File: config.mk
export PLATFORM = sky130hd
export DESIGN_NAME = pipe_hazard_unit
export DESIGN_NICKNAME = d
export VERILOG_FILES = /design/src/rtl/hz_pkg.sv /design/src/rtl/hz_detect.sv /design/src/rtl/hz_pc.sv /design/src/rtl/hz_stage.sv /design/src/rtl/pipe_hazard_unit.sv
export SDC_FILE = /design/constraint.sdc
export NUM_CORES = 1
export LEC_CHECK = 0
export BUFFER_PORTS_ARGS = -buffer_cell sky130_fd_sc_hd__buf_4
export CAP_MARGIN = 20
export CORE_MARGIN = 5
export CORE_UTILIZATION = 30
export CTS_BUF_LIST = sky130_fd_sc_hd__clkbuf_4 sky130_fd_sc_hd__clkbuf_8
export DETAILED_ROUTE_END_ITERATION = 12
export SLEW_MARGIN = 5
export SYNTH_ARGS = -nofsm -noshare
export SYNTH_HDL_FRONTEND = slang
export SYNTH_SLANG_ARGS = --single-unit
export TNS_END_PERCENT = 1
File: constraint.sdc
create_clock -name clk -period 3.17 [get_ports clk]
set_input_delay 0.4755 -clock clk [delete_from_list [all_inputs] [get_ports clk]]
set_output_delay 0.4755 -clock clk [all_outputs]
set_load 0.02 [all_outputs]
File: src/rtl/hz_pkg.sv
package hz_pkg;
  localparam int CTRL_W    = 4;
  localparam int CB_REG_WR = 3;
  localparam int CB_MEM_RD = 2;
  localparam int CB_MEM_WR = 1;
  localparam int CB_BRANCH = 0;
  localparam int NSTG      = 4;
endpackage

File: src/rtl/hz_detect.sv
module hz_detect #(
  parameter int REG_W = 5
) (
  input  logic             ex_mem_rd,
  input  logic [REG_W-1:0] ex_dst,
  input  logic [REG_W-1:0] id_rs,
  input  logic [REG_W-1:0] id_rt,
  input  logic             br_taken,
  output logic             pc_we,
  output logic             ifid_we,
  output logic             idex_bubble,
  output logic             flush
);
  logic load_use;
  logic stall;

  always_comb begin
    load_use    = ex_mem_rd && ((ex_dst == id_rs) || (ex_dst == id_rt));
    // squash outranks the stall: the stalled instruction is on the wrong path
    stall       = load_use && !br_taken;
    flush       = br_taken;
    pc_we       = !stall;
    ifid_we     = !stall;
    idex_bubble = stall;
  end
endmodule

File: src/rtl/hz_pc.sv
module hz_pc #(
  parameter int PC_W    = 16,
  parameter int PC_STEP = 4
) (
  input  logic            clk,
  input  logic            rst_n,
  input  logic            en,
  input  logic            redirect,
  input  logic [PC_W-1:0] target,
  output logic [PC_W-1:0] pc
);
  logic [PC_W-1:0] pc_nxt;

  always_comb begin
    if (redirect) pc_nxt = target;
    else          pc_nxt = pc + PC_W'(PC_STEP);
  end

  always_ff @(posedge clk or negedge rst_n) begin
    if (!rst_n)  pc <= '0;
    else if (en) pc <= pc_nxt;
  end
endmodule

File: src/rtl/hz_stage.sv
module hz_stage #(
  parameter int W = 27
) (
  input  logic         clk,
  input  logic         rst_n,
  input  logic         en,
  input  logic         clr,
  input  logic [W-1:0] d,
  output logic [W-1:0] q
);
  logic [W-1:0] q_nxt;

  always_comb begin
    if (clr)     q_nxt = '0;
    else if (en) q_nxt = d;
    else         q_nxt = q;
  end

  always_ff @(posedge clk or negedge rst_n) begin
    if (!rst_n) q <= '0;
    else        q <= q_nxt;
  end
endmodule

File: src/rtl/pipe_hazard_unit.sv
module pipe_hazard_unit
  import hz_pkg::*;
#(
  parameter int PC_W    = 16,
  parameter int REG_W   = 5,
  parameter int TAG_W   = 8,
  parameter int PC_STEP = 4
) (
  input  logic              clk,
  input  logic              rst_n,
  input  logic [CTRL_W-1:0] if_ctrl,
  input  logic [REG_W-1:0]  if_rs,
  input  logic [REG_W-1:0]  if_rt,
  input  logic [REG_W-1:0]  if_dst,
  input  logic [TAG_W-1:0]  if_tag,
  input  logic              br_taken,
  input  logic [PC_W-1:0]   br_target,
  output logic [PC_W-1:0]   pc,
  output logic              pc_we,
  output logic              ifid_we,
  output logic              idex_bubble,
  output logic              ifid_flush,
  output logic              idex_flush,
  output logic [TAG_W-1:0]  ex_tag,
  output logic [CTRL_W-1:0] wb_ctrl,
  output logic [REG_W-1:0]  wb_dst,
  output logic [TAG_W-1:0]  wb_tag
);
  localparam int IW     = CTRL_W + 3*REG_W + TAG_W;
  localparam int TAG_LO = 0;
  localparam int DST_LO = TAG_W;
  localparam int RT_LO  = TAG_W + REG_W;
  localparam int RS_LO  = TAG_W + 2*REG_W;
  localparam int CTL_LO = TAG_W + 3*REG_W;

  logic [IW-1:0] stg_d [NSTG];
  logic [IW-1:0] stg_q [NSTG];
  logic          stg_en  [NSTG];
  logic          stg_clr [NSTG];
  logic          flush_w;

  // stage 0: fetch/decode, 1: decode/execute, 2: execute/memory, 3: memory/write-back
  always_comb begin
    stg_d[0]   = {if_ctrl, if_rs, if_rt, if_dst, if_tag};
    stg_en[0]  = ifid_we;
    stg_clr[0] = flush_w;
    stg_en[1]  = 1'b1;
    stg_clr[1] = flush_w || idex_bubble;
    for (int i = 1; i < NSTG; i++) stg_d[i] = stg_q[i-1];
    for (int i = 2; i < NSTG; i++) begin
      stg_en[i]  = 1'b1;
      stg_clr[i] = 1'b0;
    end
  end

  for (genvar g = 0; g < NSTG; g++) begin : g_stage
    hz_stage #(.W(IW)) u_stage (
      .clk  (clk),
      .rst_n(rst_n),
      .en   (stg_en[g]),
      .clr  (stg_clr[g]),
      .d    (stg_d[g]),
      .q    (stg_q[g])
    );
  end

  hz_detect #(.REG_W(REG_W)) u_detect (
    .ex_mem_rd  (stg_q[1][CTL_LO + CB_MEM_RD]),
    .ex_dst     (stg_q[1][DST_LO +: REG_W]),
    .id_rs      (stg_q[0][RS_LO +: REG_W]),
    .id_rt      (stg_q[0][RT_LO +: REG_W]),
    .br_taken   (br_taken),
    .pc_we      (pc_we),
    .ifid_we    (ifid_we),
    .idex_bubble(idex_bubble),
    .flush      (flush_w)
  );

  hz_pc #(.PC_W(PC_W), .PC_STEP(PC_STEP)) u_pc (
    .clk     (clk),
    .rst_n   (rst_n),
    .en      (pc_we),
    .redirect(br_taken),
    .target  (br_target),
    .pc      (pc)
  );

  always_comb begin
    ifid_flush = flush_w;
    idex_flush = flush_w;
    ex_tag     = stg_q[1][TAG_LO +: TAG_W];
    wb_ctrl    = stg_q[3][CTL_LO +: CTRL_W];
    wb_dst     = stg_q[3][DST_LO +: REG_W];
    wb_tag     = stg_q[3][TAG_LO +: TAG_W];
  end
endmodule

# Yosys cells after proc, flatten, opt, wreduce, memory -nomap -nowiden
# Index checks and enable logic that the tools add are counted.
[classes]
addsub = 1
multipliers = 0
div_mod_pow = 0
order_cmp = 0
n_eq_ne = 3
shift = 0
n_mux = 4
bitwise = 0
reduce_logical = 6
[op_table]
columns = ["cell", "n"]
rows = [
  ["$mux 27", 3],
  ["$add 16x3->16 const B", 1],
  ["$mux 16", 1],
  ["$eq 5x5->1", 2],
  ["$logic_and 1x1->1", 2],
  ["$logic_not 1->1", 2],
  ["$logic_or 1x1->1", 2],
  ["$ne 2x2->1 const B", 1],
]
[totals]
ff_bits = 124
latch_bits = 0
mem_bits_rw = 0
romBits = 0
input_bits = 46
output_inout_bits = 46
word_cells = 19
n_memories = 0

# Logic depth before layout (Yosys ltp)
# Gate-level depths: netlist (run 1).
[logic_depth]
depth_word = 6
depth_mapped = 7
depth_no_buf = 5

# By module
# A second synthesis (run 1) with hierarchy kept.
[unflattened]
hier_cells = 479
hier_area_um2 = 5620.4
[by_module_without_submodules]
columns = ["mod", "instances", "cells_per_inst", "area_per_inst_um2", "seq_area_each_um2"]
rows = [
  ["hz_stage", 4, 87, 1113.6, 675.6],
  ["hz_pc", 1, 108, 1001.0, 400.4],
  ["hz_detect", 1, 19, 143.9, 0.0],
  ["pipe_hazard_unit", 1, 4, 21.3, 0.0],
]

# Least setup slack after synthesis (run 1)
# OpenSTA, ideal clock, no wires.
[synth_timing]
path_type = "reg2out"
from = "reg g_stage[1].u_stage.q[9]"
to = "out pc_we"
arrival_ps = 1676
required_time_ps = 2694
path_slack_ps = 1019
stages_incl_launch_ff = 8
path_buffers = 3
cell_sequence = "dfrtp_1 -> xnor2_1 -> nand4_2 -> o22ai_4 -> buf_6 -> buf_6 -> nand2_1 -> buf_4"
[synth_between]
elab_chain_len = 5
elab_cells_between_ends = 6
classes_between = "2 x eq/ne; 4 x reduce/logical"
[synth_lines]
columns = ["item", "line", "rtl"]
rows = [
  ["start: declaration", "hz_stage.sv:9", "output logic [W-1:0] q"],
  ["start signal: assignment", "hz_stage.sv:21", "else q <= q_nxt;"],
  ["$eq 5x5->1", "hz_detect.sv:18", "load_use = ex_mem_rd && ((ex_dst == id_rs) || (ex_dst == id_rt));"],
  ["$logic_or 1x1->1 (*)", "hz_detect.sv:18", ""],
  ["$logic_and 1x1->1 (*)", "hz_detect.sv:18", ""],
  ["$logic_and 1x1->1 (*)", "hz_detect.sv:20", "stall = load_use && !br_taken;"],
  ["$logic_not 1->1 (*)", "--", ""],
  ["end: declaration", "pipe_hazard_unit.sv:19", "output logic pc_we,"],
]
# Every way passes the cells marked *; elsewhere a longest branch is shown, timed or not.

# Worst setup path after layout (run 1)
[layout_timing]
from = "reg g_stage[1].u_stage.q[9]"
to = "out idex_bubble"
[layout_between]
elab_chain_len = 4
elab_cells_between_ends = 5
classes_between = "2 x eq/ne; 3 x reduce/logical"
[layout_lines]
columns = ["item", "line", "rtl"]
rows = [
  ["$eq 5x5->1", "hz_detect.sv:18", ""],
  ["$logic_or 1x1->1 (*)", "hz_detect.sv:18", ""],
  ["$logic_and 1x1->1 (*)", "hz_detect.sv:18", ""],
  ["$logic_and 1x1->1 (*)", "hz_detect.sv:20", ""],
  ["end: declaration", "pipe_hazard_unit.sv:21", "output logic idex_bubble,"],
]
# Marks and branches as above.

==> results.sh, run 1 <==
export IMPL_wl_per_cell_um=15.0
export IMPL_finClkSkew_ns=0.00900
export IMPL_finalSetupViolations=0
export IMPL_fin_ws_ns=0.925
export IMPL_clk_path_buf_depth=2
export IMPL_hold_path_class="in -> async"
export IMPL_dp_cells=503
export IMPL_synthCells=283
export IMPL_synth_ff_type="dfrtp_1"
export IMPL_fillCellCount=1166
export IMPL_fin_nets=415
export IMPL_clkSlewWorstSetupHoldPaths_ns=0.10
export IMPL_syn_avg_cell_area_um2=12.9
export IMPL_p_per_area_nw_per_um2=540
export IMPL_insertion_delay_ns=0.37
export IMPL_end_kind="output port"
export IMPL_netlist_top_cell_by_area="dfrtp_1"
export IMPL_cp_endpoint="idex_bubble"
export IMPL_globalRouteOverflowTotal=0
export IMPL_r2r_cells=6
export IMPL_cts_made_buffers=9
export IMPL_yosysMostFrequentCell="dfrtp_1"
export IMPL_drt_first_iter_violations=107
export IMPL_max_cap_viol_count=0
export IMPL_ys_types=32
export IMPL_yosysSeqAreaShare_pct=64.4
export IMPL_die_h_um=120
export IMPL_dp_final_hpwl_mm=5.49
export IMPL_worstSetupPathType="reg -> out"
export IMPL_critical_path_required_ns=2.69
export IMPL_slew_violations=0
export IMPL_cts_resized_gates=0
export IMPL_root_buffer="clkbuf_8"
export IMPL_track_usage_pct=11.6
export IMPL_grt_setup_unrepaired="no"
export IMPL_pin_count=92
export IMPL_die_area_um2=14500
export IMPL_synth_nets=330
export IMPL_place_congestion=0.751
export IMPL_r2r_end="g_stage[0].u_stage.q[17]"
export IMPL_cts_sinks=94
export IMPL_cts_tree="yes"
export IMPL_drc_errors=0
export IMPL_tightest_slew_ns=0.941
export IMPL_areaGrowthSynthToFinish_pct=25.4
export IMPL_dp_slack_ns=1.15
export IMPL_cts_setup_buffers=0
export IMPL_r2r_start="g_stage[1].u_stage.q[9]"
export IMPL_max_slew_margin_pct=37.3
export IMPL_ir_worst_vdd_uv=204
export IMPL_postLayoutCoreUtil_pct=38.3
export IMPL_drt_total_wl_mm=7.82
export IMPL_coreArea_um2=12000
export IMPL_yosys_top_cells_area="dfrtp_1 64%, mux2i_1 7.7%, nor2_1 3.5%"
export IMPL_min_period_over_period_pct=70.8
export IMPL_cp_max_fo=4
export IMPL_ys_seq_elements=94
export IMPL_initial_core_util_pct=30.5
export IMPL_rows=40
export IMPL_ant_nets=0
export IMPL_r2r_slack_ns=1.18
export IMPL_drtPass1Iterations=4
export IMPL_die_w_um=120
export IMPL_status="finished, final reports clean"
export IMPL_crit_start="g_stage[1].u_stage.q[9]"
export IMPL_grt_antenna_before_repair=0
export IMPL_synth_edff_count=0
export IMPL_async_reset_ff_share_pct=100
export IMPL_insertedDiodeCount=0
export IMPL_port_buffers=91
export IMPL_viasPerCell=4.61
export IMPL_seq_area_um2=2350
export IMPL_multi_input_area_um2=1100
export IMPL_worstPathArrival_ns=1.77
export IMPL_synth_common_cells="94 x dfrtp_1, 34 x nor2_1, 28 x mux2i_1"
export IMPL_yosysTopAreaCellShare_pct=64.4
export IMPL_htree_levels=3
export IMPL_finalNonFillerCells=520
export IMPL_grt_pass1_wl_mm=12.9
export IMPL_fin_area_um2=4580
export IMPL_yosys_warnings=0
export IMPL_fin_crit_ns=2.25
export IMPL_place_area_um2=4370
export IMPL_hold_violations=0
export IMPL_max_freq_mhz=445
export IMPL_setup_tns_ns=0
export IMPL_via_count=2395
export IMPL_critPathLaunchType="flip-flop"
export IMPL_grt_pass1_vias=2479
export IMPL_power_leakage_nw=2.15
export IMPL_cts_hold_buf=0
export IMPL_grt_max_degree=77
export IMPL_netlist_area_um2=3650
export IMPL_drive_gt1_share_pct=32.7
cell type report:
type,count,share of cell area (%)
Sequential cell,94,51.4
Multi-Input combinational cell,163,24.0
Timing Repair Buffer,97,15.9
Tap cell,147,4.02
Clock buffer,9,2.70
Clock inverter,7,1.80
Inverter,3,0.246
metal layers:
metal,share of wire [%],GRT usage [%]
met1,42,14.6
met2,48,17.7
met3,9.3,5.52
met4,1.5,3.82
met5,0,0
stage by stage:
step                power (mW)  hold slack (ns)
floorplan                 1.52            0.180
global route              2.60            0.277
global placement          1.67            0.331
CTS                       2.52            0.268
finish                    2.47            0.254
detailed placement        1.68            0.335
layout by cell type (no fill, tap or decap), types with 5 or more instances in the layout:
master    count
buf_4        97
dfrtp_1      94
nor2_1       34
mux2i_1      28
and2_1       17
nand2_1      16
nand3_1      12
xnor2_1      10
clkbuf_8      9
or4_1         8
o211ai_1      6
a31oi_1       5
flip-flops by register name, summed over array words and instances, names as in the netlist:
signal             flops
u_pc.pc               16
g_stage.u_stage.q     78
power by group:
group | switching [mW] | internal (mW)
Combinational | 0.178 | 0.149
Sequential | 0.0511 | 1.27
Clock | 0.446 | 0.376
Total | 0.675 | 1.80
worst min path at each step:
| stage | from | endpoint | slack, ns |
|---|---|---|---|
| CTS | rst_n | g_stage[3].u_stage.q[25] | 0.27 |
| finish | rst_n | g_stage[2].u_stage.q[25] | 0.25 |
| global placement | g_stage[1].u_stage.q[24] | g_stage[2].u_stage.q[24] | 0.33 |
| floorplan | rst_n | g_stage[0].u_stage.q[0] | 0.18 |
| global route | br_target[9] | u_pc.pc[9] | 0.28 |
| detailed placement | g_stage[1].u_stage.q[26] | g_stage[2].u_stage.q[26] | 0.33 |
cell families (layout without fill, tap and decap cells):
kind of cell / Yosys count / after routing / share of synthesized area (%)
compound gates: 22 / 22 / 4.90
xor+xnor: 11 / 11 / 2.64
fa+ha+maj: 1 / 1 / 0.343
buf+inv: 26 / 116 / 5.55
flops: 94 / 94 / 64.4
mux: 30 / 30 / 8.29
simple gates: 99 / 99 / 13.9
critical path, stage by stage (launching register included):
cell and delay [ns]:
dfrtp_1 0.44, xnor2_1 0.21, nand4_2 0.18, o22ai_4 0.26
nand2_1 0.12, inv_1 0.06, buf_4 0.13
(Power assumes the default switching activity.)
==> inputs of run 2 (changes only) <==
==> constraint.sdc (replaced) <==
create_clock -name clk -period 1.9 [get_ports clk]
set_input_delay 0.285 -clock clk [delete_from_list [all_inputs] [get_ports clk]]
set_output_delay 0.285 -clock clk [all_outputs]
set_load 0.02 [all_outputs]
==> results.sh, run 2 (synthesis results as in run 1) <==
export IMPL_dp_final_hpwl_mm=5.63
export IMPL_fin_nets=428
export IMPL_crit_buf_inv=2
export IMPL_via_count=2429
export IMPL_cts_made_buffers=9
export IMPL_coreArea_um2=12000
export IMPL_finClkSkew_ns=0.00978
export IMPL_track_usage_pct=11.6
export IMPL_grt_setup_unrepaired="yes"
export IMPL_viasPerCell=4.56
export IMPL_r2r_slack_ns=-0.02
export IMPL_ant_nets=0
export IMPL_finalSetupViolations=6
export IMPL_final_common_cell="buf_4"
export IMPL_port_buffers=91
export IMPL_reg_top3="g_stage.u_stage.q: 78 flops, u_pc.pc: 16 flops"
export IMPL_crit_chain="xnor2_1 -> nand4_2 -> o22ai_4 -> buf_12 -> nand2_4 -> buf_4"
export IMPL_min_period_over_period_pct=104
export IMPL_globalRouteOverflowTotal=0
export IMPL_worstPathArrival_ns=1.70
export IMPL_dp_cells=508
export IMPL_critical_path_required_ns=1.62
export IMPL_max_stage_delay_ns=0.43
export IMPL_hold_violations=0
export IMPL_p_per_area_nw_per_um2=896
export IMPL_insertedDiodeCount=0
export IMPL_final_cell_mix="104 x buf_4, 93 x dfrtp_1, 33 x nor2_1"
export IMPL_root_buffer="clkbuf_8"
export IMPL_grt_pass1_wl_mm=13.0
export IMPL_wl_per_cell_um=15.4
export IMPL_end_kind="output port"
export IMPL_grt_max_degree=46
export IMPL_rows=40
export IMPL_cp_max_fo=3
export IMPL_initial_core_util_pct=30.5
export IMPL_drc_errors=0
export IMPL_critPathLaunchType="flip-flop"
export IMPL_slew_violations=0
export IMPL_finalNonFillerCells=533
export IMPL_violations="negative setup slack"
export IMPL_fin_crit_ns=1.98
export IMPL_htree_levels=3
export IMPL_pin_count=92
export IMPL_drtPass1Iterations=4
export IMPL_max_freq_mhz=505
export IMPL_dp_slack_ns=-0.0347
export IMPL_largest_reg_flops=78
export IMPL_cts_sinks=94
export IMPL_clkSlewWorstSetupHoldPaths_ns=0.10
export IMPL_areaGrowthSynthToFinish_pct=31.1
export IMPL_top_register="g_stage.u_stage.q"
export IMPL_grt_antenna_before_repair=0
export IMPL_max_slew_margin_pct=59.8
export IMPL_status="complete, but fails checks"
export IMPL_power_leakage_nw=2.26
export IMPL_tightest_slew_ns=0.602
export IMPL_max_cap_viol_count=0
export IMPL_worstSetupPathType="reg -> out"
export IMPL_ir_worst_vdd_uv=378
export IMPL_insertion_delay_ns=0.36
export IMPL_grt_pass1_vias=2456
export IMPL_drt_total_wl_mm=8.20
export IMPL_clk_path_buf_depth=2
export IMPL_die_w_um=120
export IMPL_setup_tns_ns=-0.289
export IMPL_die_h_um=120
export IMPL_drive_gt1_share_pct=36.5
export IMPL_die_area_um2=14500
export IMPL_crit_family="flip-flops"
export IMPL_fillCellCount=1125
export IMPL_drt_first_iter_violations=127
export IMPL_place_congestion=0.731
export IMPL_hold_path_class="in -> reg"
export IMPL_slowest_stage="dfrtp_1"
export IMPL_cts_tree="yes"
export IMPL_fin_ws_ns=-0.0806
run 2: cell count changes in the layout (fill, tap and decap cells not counted), moves of 2 or more:
cell | previous run | this run
inv_8 | 2 | 0
buf_6 | 0 | 2
buf_4 | 97 | 104
xnor2_1 | 10 | 7
xnor2_2 | 0 | 3
buf_12 | 0 | 2
run 2: power by group:
group,total [mW],switching [mW],internal [mW],leakage [nW]
logic,0.603,0.314,0.289,0.923
registers,2.20,0.0832,2.12,1.22
clock network,1.48,0.719,0.766,0.110
run 2: worst paths after layout:
| check | startpoint | endpoint | depth (start not counted) |
|---|---|---|---|
| worst max-delay path | g_stage[1].u_stage.q[12] | pc_we | 6 |
| worst min-delay path | br_target[5] | u_pc.pc[5] | 3 |
| worst max register to register | g_stage[1].u_stage.q[10] | u_pc.pc[7] | 7 |
| worst min register to register | g_stage[2].u_stage.q[12] | g_stage[3].u_stage.q[12] | 0 |
| max in group asynchronous | rst_n | g_stage[1].u_stage.q[9] | 3 |
| min in group asynchronous | rst_n | g_stage[3].u_stage.q[6] | 2 |
run 2: worst register-to-register path: stages, from the launching register on:
cell     delay [ns]
dfrtp_1        0.44
xnor2_2        0.16
nand4_2        0.13
o22ai_4        0.10
buf_12         0.14
buf_4          0.21
or4_1          0.52
a31oi_1        0.17
run 2: stage by stage:
stage	total power [mW]	hold slack [ns]	cell area [um^2]	utilization, %
final	4.29	0.127	4790	40.0
after global routing	4.51	0.100	4790	40.0
after CTS	4.36	0.100	4730	39.6
after detailed placement	2.82	0.289	4430	37.0
after global placement	2.81	0.274	4430	37.0
after floorplan	2.54	-0.0106	3650	-
run 2: layout make-up:
class	instances	area, um^2	area share, %
clock buffers	10	131	2.74
clock inverters	6	93.8	1.96
inverters	3	11.3	0.235
multi-input cells	163	1130	23.6
flip-flops and latches	94	2350	49.1
well taps	147	184	3.84
repair buffers	110	886	18.5
run 2: layer usage:
| metal | GRT usage [%] | share of wire [%] |
|---|---|---|
| met5 | 0 | 0 |
| met4 | 4.04 | 1.1 |
| met3 | 3.18 | 4.8 |
| met2 | 17.5 | 47 |
| met1 | 16.3 | 47 |
run 2: what timing repair did:
action	in CTS	in global routing
gates cloned	1	0
setup buffers	3	4
resized for setup	3	6
endpoints found under the hold margin	32	0
hold buffers	1	0
setup endpoints to repair	20	24
pin swaps	5	8
